### src/rtl/lhp_pkg.sv
`timescale 1ns/1ps
package lhp_pkg;

    // Two-bit direction counter states, ordered so that +1 moves toward taken.
    typedef enum logic [1:0] {
        CTR_STRONG_NT = 2'b00,
        CTR_WEAK_NT   = 2'b01,
        CTR_WEAK_T    = 2'b10,
        CTR_STRONG_T  = 2'b11
    } ctr_e;

    localparam ctr_e CTR_RESET = CTR_WEAK_NT;

    function automatic int unsigned max_u(int unsigned a, int unsigned b);
        return (a > b) ? a : b;
    endfunction

    // Saturating step of a direction counter.
    function automatic ctr_e ctr_train(ctr_e cur, logic taken);
        ctr_e nxt;
        nxt = cur;
        if (taken) begin
            if (cur != CTR_STRONG_T) nxt = ctr_e'(cur + 2'd1);
        end else begin
            if (cur != CTR_STRONG_NT) nxt = ctr_e'(cur - 2'd1);
        end
        return nxt;
    endfunction

    function automatic logic ctr_says_taken(ctr_e c);
        return c[1];
    endfunction

endpackage

### src/rtl/lhp_index.sv
`timescale 1ns/1ps
module lhp_index #(
    parameter int IDX_W  = 4,
    parameter int HIST_W = 6,
    parameter int CIDX_W = 6
) (
    input  logic [CIDX_W-1:0]                   pc_i,
    input  logic [(1<<IDX_W)-1:0][HIST_W-1:0]   hist_all_i,
    output logic [CIDX_W-1:0]                   cidx_o
);

    logic [IDX_W-1:0]  hsel;
    logic [HIST_W-1:0] hist_sel;

    assign hsel     = pc_i[IDX_W-1:0];
    assign hist_sel = hist_all_i[hsel];

    // Zero-extend the history to the counter index width, then fold in the address.
    always_comb begin
        cidx_o = pc_i ^ CIDX_W'(hist_sel);
    end

endmodule

### src/rtl/lhp_hist_table.sv
`timescale 1ns/1ps
module lhp_hist_table #(
    parameter int IDX_W  = 4,
    parameter int HIST_W = 6
) (
    input  logic                                clk_i,
    input  logic                                rst_ni,
    input  logic                                wr_en_i,
    input  logic [IDX_W-1:0]                    wr_idx_i,
    input  logic                                wr_taken_i,
    output logic [(1<<IDX_W)-1:0][HIST_W-1:0]   hist_all_o
);

    localparam int HIST_N = 1 << IDX_W;

    typedef logic [HIST_W-1:0] hist_t;

    typedef struct packed {
        hist_t [HIST_N-1:0] regs;
    } hist_state_t;

    hist_state_t st_d, st_q;
    hist_t       shifted;

    // Newest outcome enters bit 0; a one-bit history simply holds the last outcome.
    generate
        if (HIST_W == 1) begin : g_single
            assign shifted = wr_taken_i;
        end else begin : g_multi
            assign shifted = {st_q.regs[wr_idx_i][HIST_W-2:0], wr_taken_i};
        end
    endgenerate

    always_comb begin
        st_d = st_q;
        if (wr_en_i) begin
            st_d.regs[wr_idx_i] = shifted;
        end
    end

    always_ff @(posedge clk_i or negedge rst_ni) begin
        if (!rst_ni) begin
            st_q <= '0;
        end else begin
            st_q <= st_d;
        end
    end

    assign hist_all_o = st_q.regs;

endmodule

### src/rtl/lhp_ctr_table.sv
`timescale 1ns/1ps
module lhp_ctr_table
    import lhp_pkg::*;
#(
    parameter int CIDX_W = 6
) (
    input  logic                             clk_i,
    input  logic                             rst_ni,
    input  logic                             wr_en_i,
    input  logic [CIDX_W-1:0]                wr_idx_i,
    input  logic                             wr_taken_i,
    output logic [(1<<CIDX_W)-1:0][1:0]      ctr_all_o
);

    localparam int CNT_N = 1 << CIDX_W;

    typedef struct packed {
        ctr_e [CNT_N-1:0] cells;
    } ctr_state_t;

    ctr_state_t st_d, st_q;
    ctr_e       cur;

    assign cur = st_q.cells[wr_idx_i];

    always_comb begin
        st_d = st_q;
        if (wr_en_i) begin
            st_d.cells[wr_idx_i] = ctr_train(cur, wr_taken_i);
        end
    end

    always_ff @(posedge clk_i or negedge rst_ni) begin
        if (!rst_ni) begin
            for (int i = 0; i < CNT_N; i++) begin
                st_q.cells[i] <= CTR_RESET;
            end
        end else begin
            st_q <= st_d;
        end
    end

    assign ctr_all_o = st_q.cells;

endmodule

### src/rtl/local_hist_pred.sv
`timescale 1ns/1ps
module local_hist_pred
    import lhp_pkg::*;
#(
    parameter int IDX_W  = 4,
    parameter int HIST_W = 6
) (
    input  logic                                        clk_i,
    input  logic                                        rst_ni,
    input  logic [lhp_pkg::max_u(HIST_W, IDX_W)-1:0]    pred_pc_i,
    output logic                                        pred_taken_o,
    input  logic                                        upd_valid_i,
    input  logic [lhp_pkg::max_u(HIST_W, IDX_W)-1:0]    upd_pc_i,
    input  logic                                        upd_taken_i
);

    localparam int CIDX_W = lhp_pkg::max_u(HIST_W, IDX_W);
    localparam int HIST_N = 1 << IDX_W;
    localparam int CNT_N  = 1 << CIDX_W;

    logic [HIST_N-1:0][HIST_W-1:0] hist_all;
    logic [CNT_N-1:0][1:0]         ctr_all;
    logic [CIDX_W-1:0]             pred_cidx;
    logic [CIDX_W-1:0]             upd_cidx;
    logic [IDX_W-1:0]              upd_hidx;

    // Both index paths read the registered history, so training uses the pre-shift value.
    lhp_index #(.IDX_W(IDX_W), .HIST_W(HIST_W), .CIDX_W(CIDX_W)) u_pred_idx (
        .pc_i       (pred_pc_i),
        .hist_all_i (hist_all),
        .cidx_o     (pred_cidx)
    );

    lhp_index #(.IDX_W(IDX_W), .HIST_W(HIST_W), .CIDX_W(CIDX_W)) u_upd_idx (
        .pc_i       (upd_pc_i),
        .hist_all_i (hist_all),
        .cidx_o     (upd_cidx)
    );

    assign upd_hidx = upd_pc_i[IDX_W-1:0];

    lhp_hist_table #(.IDX_W(IDX_W), .HIST_W(HIST_W)) u_hist (
        .clk_i      (clk_i),
        .rst_ni     (rst_ni),
        .wr_en_i    (upd_valid_i),
        .wr_idx_i   (upd_hidx),
        .wr_taken_i (upd_taken_i),
        .hist_all_o (hist_all)
    );

    lhp_ctr_table #(.CIDX_W(CIDX_W)) u_ctr (
        .clk_i      (clk_i),
        .rst_ni     (rst_ni),
        .wr_en_i    (upd_valid_i),
        .wr_idx_i   (upd_cidx),
        .wr_taken_i (upd_taken_i),
        .ctr_all_o  (ctr_all)
    );

    assign pred_taken_o = ctr_says_taken(ctr_e'(ctr_all[pred_cidx]));

endmodule

### config.mk
export PLATFORM = sky130hd
export DESIGN_NAME = local_hist_pred
export DESIGN_NICKNAME = d
export VERILOG_FILES = /design/src/rtl/lhp_pkg.sv /design/src/rtl/lhp_index.sv /design/src/rtl/lhp_hist_table.sv /design/src/rtl/lhp_ctr_table.sv /design/src/rtl/local_hist_pred.sv
export SDC_FILE = /design/constraint.sdc
export NUM_CORES = 1
export LEC_CHECK = 0
export BUFFER_PORTS_ARGS = -buffer_cell sky130_fd_sc_hd__buf_2
export CAP_MARGIN = 5
export CORE_MARGIN = 2
export CORE_UTILIZATION = 40
export CTS_CLUSTER_SIZE = 28
export DETAILED_ROUTE_END_ITERATION = 10
export GPL_TIMING_DRIVEN = 0
export MAX_ROUTING_LAYER = met4
export PLACE_DENSITY_LB_ADDON = 0.25
export REMOVE_ABC_BUFFERS = 1
export SYNTH_ARGS = -nofsm -noshare
export SYNTH_HDL_FRONTEND = slang
export SYNTH_SLANG_ARGS = --single-unit
### constraint.sdc
create_clock -name clk_i -period 4.1 [get_ports clk_i]
set_input_delay 0.41 -clock clk_i [delete_from_list [all_inputs] [get_ports clk_i]]
set_output_delay 0.41 -clock clk_i [all_outputs]
set_load 0.005 [all_outputs]
==> reports/metrics.yaml <==
clock_tree:
  cts_tree: "done"
  cts.sinks: 224
  cts-root-buf: "clkbuf_16"
  clk_latency_ns: 0.56
  path_clk_slew_ns: 0.06
  h-tree-depth: 1
  numCtsBuffers: 25
  cts_buffer_depth: 3
worst_setup_path:
  critPathArrivalTime_ns: 3.66
  critPathLaunchType: "flip-flop"
  crit_fanout: 14
  crit_type: "flip-flop to output port"
  end_kind: "output port"
  crit_required_ns: 3.69
power_and_ir_drop:
  power_frac_seq_pct: 36.4
  p_sw_share_pct: 40.1
  power_frac_comb_pct: 42.4
  p_leak_nw: 6.14
  p_int_mw: 6.15
  p_switching_mw: 4.11
  power-per-cell-area_mw_per_mm2: 680
  p_clk_share_pct: 21.2
  ir_drop_mv: 0.477
die:
  initial_core_util_pct: 40.7
  die_h_um: 186
  ioPinCount: 17
  fp.dieW_um: 186
  fp.dieArea_mm2: 0.0347
  fp-row-count: 66
  core-area_mm2: 0.0326
synthesis:
  synth-seq-area-share_pct: 42.8
  synthFlopType: "dfrtp_1"
  synth_area_leaders: "dfrtp_1 (30%), dfstp_2 (13%), mux2_2 (11%), mux4_2 (7.6%), mux2i_1 (4.9%)"
  synth_edf_count: 0
  yosysMostFrequentCell: "dfrtp_1"
  synthTopCellsByCount: "dfrtp_1 (160), nor2_1 (137), mux2_2 (133)"
  yosysTopAreaCell: "dfrtp_1"
  syn_inst: 1281
  synth_cell_types: 80
  synth_top_area_share_pct: 30.1
  synthArstFlopShare_pct: 100
  ys_seq_elements: 224
  avgSynthCellArea_um2: 10.4
  netlist_area_mm2: 0.0133
  ys_warn_count: 0
min_path:
  min_path_type: "primary input to flip-flop"
finish:
  final_cells: 1746
  nNetsFinal: 1303
  final_util_pct: 46.2
  stdcell_area_mm2: 0.0151
  drive_above_1_share_pct: 31.3
  areaGrowthSynthToFinish_pct: 13.5
  diodes: 0
  nFillCells: 3075
route:
  first_iter_violations: 1077
  num_vias: 10800
  remaining_drc_errors: 0
  drtAntennaViolNets: 0
  totalWireLength_um: 42600
  wl_per_cell_um: 24.4
  routed_via_density: 6.17
  dr.pass1.iters: 5
timing:
  rsz0062_at_grt: "true"
  drv_slew: 0
  clock_skew_ns: 0.0313
  finalHoldViolCount: 0
  post-route-period-util_pct: 99.3
  max_clock_freq_mhz: 246
  finalSetupViolCount: 0
  tightest_slew_ns: 1.38
  relSlewSlack_pct: 7.88
  fin_crit_ns: 4.07
placed_design:
  io_buffers: 16
  placed_cells: 1657
  placed_area_mm2: 0.0136
  routabilityCongestion: 0.872
  post-dp-hpwl_um: 25400
global_route:
  grtUsageMet3_pct: 6.78
  grt_pass1_wl_um: 65400
  use_met2_pct: 38.2
  grt_pass1_vias: 10700
  grt_max_degree: 116
  grtUsageMet1_pct: 33.5
  track_usage_pct: 25.6
  busiest_layer: "met2"
  overflow: 0
  antenna_found_initial: 0
run:
  maxCapViolCount: 0
run_status:
  status: "complete, no violations"
## kinds of logic after synthesis
group | share of synthesized area (%)
AO/OA/AOI/OAI | 13.1
XOR/XNOR | 0.763
adder cells (fa/ha/maj) | 0.339
buffers and inverters | 4.20
flip-flops | 42.8
multiplexers | 24.4
AND/OR/NAND/NOR | 14.4
## sequential cells by signal, summed over array words and instances (netlist names)
register           cells
u_hist.hist_all_o     96
u_ctr.ctr_all_o      128
## critical path: stages (launching register included)
cell	delay [ns]
dfrtp_1	0.42
mux4_2	0.51
mux4_4	0.64
buf_12	0.20
mux2_2	0.28
nor2_1	0.09
a21oi_1	0.07
a22o_1	0.26
nor3_1	0.16
a31oi_1	0.06
mux2_4	0.32
buf_2	0.13
## stage by stage
stage / power (mW) / TNS (ns) / setup WS, ns / hold WS (ns)
2_1_floorplan: 6.09 / -41.27 / -0.673 / 0.114
3_3_place_gp: 7.22 / -601.60 / -3.59 / 0.475
3_5_place_dp: 7.37 / -259.11 / -2.43 / 0.487
4_1_cts: 9.96 / 0 / 0.00396 / 0.452
5_1_grt: 10.8 / -0.0648 / -0.0648 / 0.520
6_report: 10.3 / 0 / 0.0279 / 0.482
## layer usage
metal  vias up  part of all wire (%)
met1      5330                    41
met3       125                   9.4
met2       516                    45
met4         0                   4.3
li1       4809                     -
met5         -                     0
## final cells by class
cell class                      count  area [um2]  share of cell area, %
Clock inverter                      6        55.1                  0.365
Inverter                           12        45.0                  0.299
Timing Repair Buffer               56         542                   3.59
Tap cell                          442         553                   3.67
Sequential cell                   224        5690                   37.7
Clock buffer                       38         704                   4.67
Multi-Input combinational cell    968        7500                   49.7
## worst paths after layout
kind | end | depth (start not counted) | slack (ns) | from
setup / recovery | pred_taken_o | 11 | 0.03 | u_hist.hist_all_o[91]
hold / removal | u_hist.hist_all_o[95] | 3 | 0.48 | upd_pc_i[0]
setup reg to reg | u_ctr.ctr_all_o[110] | 12 | 0.06 | u_hist.hist_all_o[91]
hold reg to reg | u_ctr.ctr_all_o[118] | 2 | 0.50 | u_ctr.ctr_all_o[118]
max in group asynchronous | u_hist.hist_all_o[4] | 3 | 2.44 | rst_ni
min in group asynchronous | u_ctr.ctr_all_o[115] | 2 | 0.54 | rst_ni
## cells in the final DEF, fill, tap and decap left out, types with 4 or more instances in the layout
cell and n:
a21oi_1 71, a221oi_1 5, a22o_1 6, a22oi_1 5, a31o_2 4, a31oi_1 11, and3_1 4, buf_16 4
buf_2 10, buf_4 32, buf_6 5, clkbuf_1 10, clkbuf_16 25, clkinv_2 5, dfrtp_1 160, dfstp_2 64
inv_1 9, maj3_4 4, mux2_2 130, mux2_4 7, mux2i_1 64, mux4_2 45, nand2_1 120, nand3_1 109
nand4_1 13, nor2_1 136, nor3_1 11, o211ai_1 35, o21ai_0 70, o31ai_1 11
## power groups by stage
stage	clock network, mW	logic, mW	registers [mW]
6_report	2.18	4.35	3.73
5_1_grt	2.30	4.64	3.83
4_1_cts	2.20	4.03	3.72
3_5_place_dp	0	3.61	3.76
3_3_place_gp	0	3.49	3.73
2_1_floorplan	0	2.55	3.54
## timing repair
action / in CTS / in global routing
hold buffers: 1 / 0
setup endpoints to repair: 129 / 93
pin swaps: 13 / 7
resized for setup: 41 / 19
hold endpoints to repair: 41 / 0
setup buffers: 24 / 8
gates cloned: 7 / 5
(Power assumes the default switching activity.)
